==> config.mk <==
export PLATFORM = sky130hd
export DESIGN_NAME = tmr13_pair
export DESIGN_NICKNAME = d
export VERILOG_FILES = /design/src/rtl/tmr13_pair.sv
export SDC_FILE = /design/constraint.sdc
export NUM_CORES = 1
export LEC_CHECK = 0
export BUFFER_PORTS_ARGS = -buffer_cell sky130_fd_sc_hd__buf_2
export CELL_PAD_IN_SITES_DETAIL_PLACEMENT = 0
export CELL_PAD_IN_SITES_GLOBAL_PLACEMENT = 1
export CORE_MARGIN = 3
export CORE_UTILIZATION = 42
export DETAILED_ROUTE_END_ITERATION = 7
export PLACE_DENSITY_LB_ADDON = 0.1
export SKIP_CTS_REPAIR_TIMING = 1
export SYNTH_ARGS = -nofsm -noshare
export SYNTH_HDL_FRONTEND = slang
export SYNTH_SLANG_ARGS = --single-unit
==> constraint.sdc <==
create_clock -name clk -period 1.83 [get_ports clk]
set_clock_uncertainty 0.1 [all_clocks]
set_input_delay 0.0915 -clock clk [delete_from_list [all_inputs] [get_ports clk]]
set_output_delay 0.0915 -clock clk [all_outputs]
set_load 0.005 [all_outputs]
==> src/rtl/tmr13_pair.sv <==
module tmr13_pair #(
  parameter int PRE_W = 5
) (
  input  logic       clk,
  input  logic       rst_n,
  input  logic       cyc_stb,
  input  logic       bus_we,
  input  logic [2:0] bus_addr,
  input  logic [7:0] bus_wdata,
  output logic [7:0] bus_rdata,
  output logic       ovf0,
  output logic       ovf1
);
  localparam logic [2:0] A_CTRL = 3'd0;
  localparam logic [2:0] A_MODE = 3'd1;

  logic [1:0][7:0] lo_q, hi_q;
  logic [1:0]      run_q, ovf_q;
  logic [7:0]      mode_q;

  wire ctrl_wr = bus_we && bus_addr == A_CTRL;

  always_ff @(posedge clk or negedge rst_n) begin
    if (!rst_n) begin
      lo_q   <= '0;
      hi_q   <= '0;
      run_q  <= '0;
      ovf_q  <= '0;
      mode_q <= '0;
    end else begin
      if (bus_we && bus_addr == A_MODE) mode_q <= bus_wdata;
      for (int ch = 0; ch < 2; ch++) begin
        logic step, wrap;
        step = cyc_stb && run_q[ch];
        wrap = &lo_q[ch][PRE_W-1:0];
        if (bus_we && bus_addr == 3'(2 + 2*ch))
          lo_q[ch] <= bus_wdata;
        else if (step)
          lo_q[ch][PRE_W-1:0] <= lo_q[ch][PRE_W-1:0] + 1'b1;
        if (bus_we && bus_addr == 3'(3 + 2*ch))
          hi_q[ch] <= bus_wdata;
        else if (step && wrap)
          hi_q[ch] <= hi_q[ch] + 8'd1;
        if (ctrl_wr) begin
          run_q[ch] <= bus_wdata[4 + 2*ch];
          ovf_q[ch] <= bus_wdata[5 + 2*ch];
        end else if (step && wrap && (&hi_q[ch])) begin
          ovf_q[ch] <= 1'b1;
        end
      end
    end
  end

  always_comb begin
    case (bus_addr)
      3'd0:    bus_rdata = {ovf_q[1], run_q[1], ovf_q[0], run_q[0], 4'h0};
      3'd1:    bus_rdata = mode_q;
      3'd2:    bus_rdata = lo_q[0];
      3'd3:    bus_rdata = hi_q[0];
      3'd4:    bus_rdata = lo_q[1];
      3'd5:    bus_rdata = hi_q[1];
      default: bus_rdata = 8'h00;
    endcase
  end

  assign ovf0 = ovf_q[0];
  assign ovf1 = ovf_q[1];
endmodule

==> summary.md, run 1 <==
| Metric | Value |
|---|---|
| Crit-path cells | ha_2, and3_4, ha_4, nand4_1, nor3_2, xnor2_1, a21oi_1 |
| Critical path class | flop to flop |
| Critical path endpoint category | flop |
| H-tree Lvls | 2 |
| Core Util, Final | 52.38% |
| Num CTS Buffers | 5 |
| Crit-path slowest cell | dfrtp_1 |
| Crit start category | flop |
| Setup-failing EPs final | 0 |
| Synthesized area per cell | 10.31 um2 |
| Status | complete, but fails checks |
| Seq/Total Area, Yosys | 43.41% |
| I/O pin cnt | 25 |
| Max_cap viols | 0 |
| Initial antenna violation count | 0 |
| Routed wire per std cell | 17.27 um |
| Final instance area | 2973 um2 |
| Drt total wl | 6113 um |
| Syn Nets | 267 |
| Via-to-Cell Ratio | 5.568 |
| Total GRT Usage | 17.71% |
| RSZ-0062 raised after global routing | yes |
| Post-synth top cells | dfrtp_1, nor2_1, mux2_2 |
| Largest net degree at the start of global routing | 26 |
| Post-synth EDFFs | 0 |
| Fmax | 560.8 MHz |
| Synth top area share | 43.41% |
| Final slew viol count | 0 |
| Final Hold Fails | 2 |
| CP peak stage delay | 360 ps |
| Layout cell share with drive strength beyond 1 | 31.21% |
| Hold WC Path Type | input pin to flop |
| Mapped Area | 2536 um2 |
| Main synth FF type | dfrtp_1 |
| First-pass GRT wire length | 9742 um |
| Slew HR | 67.27% |
| Ant. Diodes | 0 |
| CP Max Fanout | 4 |
| Synth top area cells | dfrtp_1, mux2_2, mux2i_1 |
| Via Count | 1,971 |
| Arr. time, crit path | 1860 ps |
| Number of global-route vias before repair | 1,924 |
| Area Overhead vs Synth | 17.22% |
| GRT overflow | 0 |
| Port Buffers | 24 |
| Starting Density | 44.69% |
| Min-delay src | bus_wdata[1] |
| Routed Antenna Nets | 0 |
| Fillers | 551 |
| Area leader, netlist | dfrtp_1 |
| Cell with the most instances after synthesis | dfrtp_1 |
| DRT Pass-1 Iters | 4 |
| Ys Warns | 0 |
| Die height | 83.71 um |
| WHS Path Cells | 3 |
| Routability cong. | 0.7669 |
| Core area | 5675 um2 |
| Worst Hold End | lo_q[9]$_DFFE_PN0P_ |
| Mapped Cells | 246 |
| CTS Sinks | 44 |
| DRC | 0 |
| Synth Register Bits | 44 |
| R2r endpoint | hi_q[6]$_DFFE_PN0P_ |
| Leakage power | 1.271 nW |
| CTS tree | done |
| Maximum clock path buffer count | 2 |
| Total placed instance area | 2765 um2 |
| Reg-to-Reg Start | lo_q[1]$_DFFE_PN0P_ |
| Final net count | 302 |
| Worst slew pin tran | 490.9 ps |
| Final worst path period share | 97.45% |
| Reg2reg path depth | 7 |
| Power density cells | 1092 nW/um2 |
| First DRT Iteration DRCs | 69 |
| Site row count | 27 |
| Root Buffer | clkbuf_8 |
| Flop2flop setup slack | 50 ps |
| Failing checks | negative hold slack |
| Max rail drop VDD | 0.0005278 V |
| Die area | 7007 um2 |
| Worst hold margin | -6.259 ps |
| Synth unique cells | 30 |
| Clock slew at reported path FFs | 90 ps |
| Tmin final | 1783 ps |
| Asr flop ratio synth | 100.0% |
| Clk Latency, worst-skew pair | 300 ps |
| Post-DP HPWL | 4433 um |
| Critical path required time | 1900 ps |
| Chip Width | 83.71 um |
[how the worst max path moves through the flow]
stage | start | to | slack [ps] | cells past startpoint
after CTS | lo_q[1]$_DFFE_PN0P_ | hi_q[6]$_DFFE_PN0P_ | -10 | 7
final | lo_q[1]$_DFFE_PN0P_ | hi_q[6]$_DFFE_PN0P_ | 50 | 7
after detailed placement | lo_q[1]$_DFFE_PN0P_ | hi_q[6]$_DFFE_PN0P_ | -0.02 | 7
after global routing | lo_q[1]$_DFFE_PN0P_ | hi_q[6]$_DFFE_PN0P_ | -40 | 7
after floorplan | lo_q[0]$_DFFE_PN0P_ | hi_q[6]$_DFFE_PN0P_ | 110 | 7
after global placement | lo_q[0]$_DFFE_PN0P_ | hi_q[6]$_DFFE_PN0P_ | 40 | 7
[sequential cells by signal, summed over array words and instances, names as in the netlist]
signal / count
mode_q: 8
hi_q: 16
run_q: 2
ovf_q: 2
lo_q: 16
[routing by layer]
layer	part of all wire [%]	GRT usage [%]
met5	0	0
met4	1.9	7.456
met3	4.8	3.850
met2	43	26.03
met1	50	25.08
[critical path, delay by kind of cell, from the launching register on]
family,cells,cell delay [ps]
AOI/OAI and AO/OA,1,80
and+or+nand+nor,3,660
xor gates and xnor gates,1,140
adders and majority gates,2,320
DFF,1,360
[power by group]
part	switching [mW]	internal, mW	leakage, nW
registers	0.263	1.25	0.514
logic	0.498	0.594	0.707
clock network	0.338	0.302	0.0510
total	1.10	2.15	1.27
[through the flow]
step	setup slack, ps	power [mW]	TNS (ps)	std cells
2_1_floorplan	105.7	2.132	0	246
3_3_place_gp	41.19	2.519	0	341
3_5_place_dp	-0.02021	2.541	-0.02021	341
4_1_cts	-13.16	3.192	-13.16	349
5_1_grt	-38.56	3.483	-118.4	354
6_report	46.70	3.247	0	354
[final cells by class]
| class | count | area (um2) | area share (%) |
|---|---|---|---|
| sequential | 44 | 1101 | 37.04 |
| tap | 72 | 90.09 | 3.030 |
| clock buffer | 6 | 82.58 | 2.778 |
| timing repair buffer | 40 | 260.3 | 8.754 |
| clock inverter | 2 | 10.01 | 0.3367 |
| inverter | 3 | 11.26 | 0.3788 |
| multi-input combinational | 187 | 1418 | 47.69 |
[layout by cell type, fill, tap and decap left out, types with 9 or more instances in the layout]
cell type	count
nor2_1	27
dfrtp_1	44
buf_2	24
o21ai_0	9
mux2_2	26
a21oi_1	17
xor2_1	10
xnor2_1	10
buf_4	12
mux2i_1	13
nand3_1	12
nand2_1	15
[logic make-up after synthesis]
| logic type | share of synthesized area (%) |
|---|---|
| xor+xnor | 6.906 |
| compound gates | 10.31 |
| flops | 43.41 |
| buf+inv | 3.453 |
| simple gates | 15.39 |
| fa+ha+maj | 2.960 |
| mux | 17.56 |
(Power assumes the default switching activity.)
==> inputs of run 2 (changes only) <==
--- a/config.mk
+++ b/config.mk
@@ -12,6 +12,7 @@
 export CORE_UTILIZATION = 42
 export DETAILED_ROUTE_END_ITERATION = 7
 export PLACE_DENSITY_LB_ADDON = 0.1
+export RECOVER_POWER = 100
 export SKIP_CTS_REPAIR_TIMING = 1
 export SYNTH_ARGS = -nofsm -noshare
 export SYNTH_HDL_FRONTEND = slang
==> constraint.sdc (replaced) <==
create_clock -name clk -period 1.83 [get_ports clk]
set_clock_uncertainty 0.1 [all_clocks]
set_input_delay 0.366 -clock clk [delete_from_list [all_inputs] [get_ports clk]]
set_output_delay 0.366 -clock clk [all_outputs]
set_load 0.005 [all_outputs]
==> summary.md, run 2 (synthesis gave the netlist of run 1 again) <==
| Metric | Value |
|---|---|
| Status | complete, but fails checks |
| Failing checks | negative setup slack |
| Power density cells | 1059 nW/um2 (-3.0%) |
| Flop2flop setup slack | 40 ps (about the same) |
| Hold WC Path Type | input pin to flop |
| Max rail drop VDD | 0.0005665 V (+7.3%) |
| Commonest cells after routing, fill and taps aside | dfrtp_1, buf_4, nor2_1 |
| Biggest regs | hi_q: 16 flops, lo_q: 16 flops, mode_q: 8 flops |
| Final Hold Fails | 0 (-2) |
| Arr. time, crit path | 1480 ps (-380 ps) |
| Via Count | 2,022 (+2.6%) |
| Setup-failing EPs final | 7 (+7) |
| Core area | 5675 um2 (unchanged) |
| Root Buffer | clkbuf_8 |
| Number of global-route vias before repair | 1,961 (+1.9%) |
| Fmax | 514.9 MHz (-8.2%) |
| Reg-to-Reg Start | lo_q[8]$_DFFE_PN0P_ |
| Critical path required time | 1360 ps (-540 ps) |
| Total GRT Usage | 18.31% (+0.61 points) |
| CP Max Fanout | 3 (-1) |
| Crit start category | flop |
| Post-DP HPWL | 4685 um (+5.7%) |
| CTS tree | done |
| Min-delay src | bus_wdata[7] |
| Drt total wl | 6455 um (+5.6%) |
| H-tree Lvls | 2 (unchanged) |
| Commonest non-fill, non-tap cell in the layout | dfrtp_1 |
| Starting Density | 44.69% (unchanged) |
| Clock slew at reported path FFs | 80 ps (about the same) |
| Worst hold margin | 266.7 ps (+273.0 ps) |
| Via-to-Cell Ratio | 5.321 (-4.4%) |
| RSZ-0062 raised after global routing | yes |
| Routability cong. | 0.7674 (about the same) |
| Chip Width | 83.71 um (unchanged) |
| CTS Sinks | 44 (unchanged) |
| Final slew viol count | 0 (unchanged) |
| CP peak stage delay | 490 ps (+130 ps) |
| DRT Pass-1 Iters | 5 (+1) |
| First DRT Iteration DRCs | 104 (+51%) |
| Port Buffers | 24 (unchanged) |
| Area Overhead vs Synth | 26.59% |
| Critical path endpoint category | output port |
| Leakage power | 1.396 nW (+9.8%) |
| Crit-path cells | mux4_2, inv_2, o22ai_2, buf_2 |
| Worst slew pin tran | 681.9 ps (+190.9 ps) |
| Die height | 83.71 um (unchanged) |
| I/O pin cnt | 25 (unchanged) |
| Critical path class | flop to output port |
| Site row count | 27 (unchanged) |
| Worst Slack Setup Final | -112.3 ps (-159.0 ps) |
| Final net count | 329 (+8.9%) |
| Layout cell share with drive strength beyond 1 | 40.58% (+9.4 points) |
| Routed Antenna Nets | 0 (unchanged) |
| Maximum clock path buffer count | 2 (unchanged) |
| Die area | 7007 um2 (unchanged) |
| Total Power | 3.401 mW (+4.7%) |
| Ant. Diodes | 0 (unchanged) |
| Tmin final | 1942 ps (+159.0 ps) |
| Max_cap viols | 0 (unchanged) |
| Setup crit start | lo_q[12]$_DFFE_PN0P_ |
| GRT overflow | 0 (unchanged) |
| Crit-path slowest cell | mux4_2 |
| Final worst path period share | 106.1% (+8.7 points) |
| Largest net degree at the start of global routing | 45 (+73%) |
| DRC | 0 (unchanged) |
| Num CTS Buffers | 5 (unchanged) |
| First-pass GRT wire length | 10,210 um (+4.8%) |
| Routed wire per std cell | 16.99 um (-1.6%) |
| Initial antenna violation count | 0 (unchanged) |
| Slew HR | 54.30% (-13 points) |
| Clk Latency, worst-skew pair | 290 ps (about the same) |
## run 2: cell types whose count changed in the layout (fill, tap and decap cells not counted), moves of 5 or more
| cell | change |
|---|---|
| mux2_4 | +5 |
| a22oi_2 | +8 |
| clkbuf_1 | +8 |
| a22oi_1 | -8 |
| buf_4 | +20 |
| mux2_2 | -5 |
## run 2: cell type report
class,instances,area (um2)
fill,528,2465
multi-input combinational,187,1494
sequential,44,1106
timing repair buffer,67,431.7
tap,72,90.09
clock buffer,6,72.57
inverter,3,11.26
clock inverter,1,5.005
## run 2: metal layers
| metal | part of all wire, % | vias up | routed length (um) | track usage (%) |
|---|---|---|---|---|
| met2 | 46 | 32 | 2953 | 28.71 |
| li1 | - | 1008 | - | - |
| met4 | 0.40 | 0 | 26 | 3.509 |
| met5 | 0 | - | 0 | 0 |
| met1 | 51 | 980 | 3279 | 26.40 |
| met3 | 3.0 | 2 | 196 | 3.653 |
## run 2: worst paths after layout
| kind | to | cells after the start |
|---|---|---|
| worst min register to register | mode_q[2]$_DFFE_PN0P_ | 1 |
| worst max register to register | ovf_q[1]$_DFFE_PN0P_ | 7 |
| worst max-delay path | bus_rdata[4] | 4 |
| min in group asynchronous | ovf_q[0]$_DFFE_PN0P_ | 3 |
| max in group asynchronous | hi_q[10]$_DFFE_PN0P_ | 3 |
| worst min-delay path | ovf_q[1]$_DFFE_PN0P_ | 3 |
## run 2: per-stage QoR
step | setup WS (ps) | instance area (um2) | TNS, ps | instances | util, %
3_5_place_dp | -91.69 | 2893 | -378.1 | 358 | 50.97
2_1_floorplan | 105.7 | 2536 | 0 | 246 | -
3_3_place_gp | -66.91 | 2893 | -245.1 | 358 | 50.97
4_1_cts | -163.1 | 2970 | -796.3 | 365 | 52.34
5_1_grt | -169.6 | 3211 | -1318 | 380 | 56.57
6_report | -112.3 | 3211 | -348.9 | 380 | 56.57
## run 2: where the power goes
| part | internal, mW | switching [mW] |
|---|---|---|
| clock network | 0.260 | 0.321 |
| registers | 1.26 | 0.247 |
| logic | 0.734 | 0.582 |
## run 2: critical path: cells and delay by family, from the launching register on
kind	cells	cell delay, ps
AOI/OAI and AO/OA	1	60
buffers and inverters	2	210
DFF	1	430
muxes	1	490
==> inputs of run 3 (changes only) <==
==> constraint.sdc (replaced) <==
create_clock -name clk -period 1.83 [get_ports clk]
set_clock_uncertainty 0.1 [all_clocks]
set_input_delay 0.366 -clock clk [delete_from_list [all_inputs] [get_ports clk]]
set_output_delay 0.366 -clock clk [all_outputs]
set_load 0.1 [all_outputs]
==> summary.md, run 3 (synthesis gave the netlist of run 1 again) <==
| Metric | Value |
|---|---|
| Family with the most delay on the worst path | multiplexers |
| Reg-to-Reg Start | lo_q[0]$_DFFE_PN0P_ |
| Worst slew pin tran | 643.1 ps (-38.73 ps) |
| Crit-path slowest cell | mux4_2 |
| Reg2reg path depth | 7 (unchanged) |
| RSZ-0062 raised after global routing | yes |
| Failing checks | negative setup slack |
| Layout cell share with drive strength beyond 1 | 46.67% (+6.1 points) |
| Power density cells | 1133 nW/um2 (+7.0%) |
| Worst Slack Setup Final | -149.5 ps (-37.18 ps) |
| Commonest non-fill, non-tap cell in the layout | buf_4 |
| Drt total wl | 6952 um (+7.7%) |
| Starting Density | 44.69% (unchanged) |
| Area Overhead vs Synth | 40.75% |
| H-tree Lvls | 2 (unchanged) |
| Fmax | 505.2 MHz (-1.9%) |
| Placed insts | 372 (+3.9%) |
| DRC | 0 (unchanged) |
| Final slew viol count | 0 (unchanged) |
| Clock slew at reported path FFs | 80 ps (about the same) |
| Routed Antenna Nets | 0 (unchanged) |
| Chip Width | 83.71 um (unchanged) |
| Slew HR | 57.12% (+2.8 points) |
| Setup-failing EPs final | 8 (+1) |
| Final net count | 335 (+1.8%) |
| Crit-path cells | mux4_2, inv_2, o22ai_4, buf_12 |
| Worst Hold End | lo_q[8]$_DFFE_PN0P_ |
| CP peak stage delay | 480 ps (about the same) |
| GRT overflow | 0 (unchanged) |
| Maximum clock path buffer count | 2 (unchanged) |
| Crit start category | flop |
| Commonest cells after routing, fill and taps aside | buf_4, dfrtp_1, nor2_1 |
| Max_cap viols | 0 (unchanged) |
| Hold WC Path Type | input pin to flop |
| First-pass GRT wire length | 10,710 um (+4.9%) |
| Post-DP HPWL | 4910 um (+4.8%) |
| Critical path endpoint category | output port |
| Arr. time, crit path | 1510 ps (+30 ps) |
| Initial antenna violation count | 0 (unchanged) |
| Fillers | 474 (-10%) |
| CP Max Fanout | 2 (-1) |
| Final worst path period share | 108.2% (+2.0 points) |
| Site row count | 27 (unchanged) |
| First DRT Iteration DRCs | 106 (+1.9%) |
| Flop2flop setup slack | 10 ps (-30 ps) |
| Core area | 5675 um2 (unchanged) |
| Number of global-route vias before repair | 1,975 (+0.71%) |
| Routed wire per std cell | 17.96 um (+5.8%) |
| Critical path required time | 1360 ps (about the same) |
| Ant. Diodes | 0 (unchanged) |
| DRT Pass-1 Iters | 4 (-1) |
| Largest net degree at the start of global routing | 35 (-22%) |
| Leakage power | 1.513 nW (+8.4%) |
| CTS Sinks | 44 (unchanged) |
| Critical path buffers and inverters | 2 (unchanged) |
| Total Power | 4.046 mW (+19%) |
| Critical path class | flop to output port |
| Max rail drop VDD | 0.0006943 V (+23%) |
| I/O pin cnt | 25 (unchanged) |
| CTS tree | done |
| Min-delay src | bus_wdata[0] |
| Biggest regs | hi_q: 16 flops, lo_q: 16 flops, mode_q: 8 flops |
| Via-to-Cell Ratio | 5.517 (+3.7%) |
| Die area | 7007 um2 (unchanged) |
| R2r endpoint | ovf_q[0]$_DFFE_PN0P_ |
| WHS Path Cells | 3 (unchanged) |
| Routability cong. | 0.8461 (+10%) |
| Final Hold Fails | 0 (unchanged) |
| Total GRT Usage | 19.59% (+1.3 points) |
| Port Buffers | 24 (unchanged) |
| Clk Latency, worst-skew pair | 290 ps (about the same) |
| Root Buffer | clkbuf_8 |
| Die height | 83.71 um (unchanged) |
| Tmin final | 1979 ps (+37.18 ps) |
| Num CTS Buffers | 5 (unchanged) |
| Status | complete, but fails checks |
| Non-Filler Instances | 387 (+1.8%) |
| Via Count | 2,135 (+5.6%) |
run 3: changes by cell type in the layout (fill, tap and decap cells not counted), moves of 3 or more:
cell / change
dfrtp_2: -4
clkbuf_1: -5
o22ai_1: -4
buf_2: -9
buf_4: +14
o22ai_2: -4
o22ai_4: +8
buf_12: +9
ha_1: -3
run 3: tightest hold or removal path, stage by stage:
cell,delay [ps]
buf_2,150
nand2_1,60
o21ai_0,60
run 3: area by class of cell:
cell class / count / area, um2 / area share, %
repair buffers: 73 / 636.9 / 17.84
inverters: 3 / 11.26 / 0.3155
multi-input cells: 187 / 1633 / 45.74
clock buffers: 8 / 90.09 / 2.524
flip-flops and latches: 44 / 1109 / 31.05
well taps: 72 / 90.09 / 2.524
run 3: metrics by stage:
stage / setup TNS, ps / hold slack, ps / utilization (%) / area (um2) / setup WS, ps
3_5_place_dp: -3248 / 168.5 / 55.89 / 3172 / -283.5
6_report: -832.1 / 278.5 / 62.90 / 3570 / -149.5
4_1_cts: -2365 / -153.7 / 57.47 / 3262 / -323.2
3_3_place_gp: -2937 / 168.3 / 55.89 / 3172 / -281.0
5_1_grt: -3386 / 277.8 / 62.90 / 3570 / -207.7
2_1_floorplan: -227.8 / -29.59 / - / 2746 / -102.5
run 3: routing by layer:
metal	up-vias	part of all wire (%)	GRT usage [%]
met2	59	49	30.66
met3	12	3.6	3.751
met1	1047	46	28.18
li1	1017	-	-
met5	-	0	0
met4	0	1.3	4.386
run 3: how the worst max path moves through the flow:
stage,startpoint,slack (ps),cells past startpoint,end
6_report,hi_q[12]$_DFFE_PN0P_,-150,4,bus_rdata[4]
5_1_grt,hi_q[12]$_DFFE_PN0P_,-210,4,bus_rdata[4]
4_1_cts,hi_q[9]$_DFFE_PN0P_,-320,4,bus_rdata[1]
3_5_place_dp,bus_addr[0],-280,5,bus_rdata[5]
3_3_place_gp,bus_addr[0],-280,5,bus_rdata[3]
2_1_floorplan,ovf_q[0]$_DFFE_PN0P_,-100,4,bus_rdata[5]
run 3: power by group:
group	internal (mW)	leakage [nW]	total (mW)	switching, mW
clock network	0.308	0.0455	0.632	0.323
registers	1.26	0.512	1.51	0.253
logic	0.884	0.956	1.90	1.02
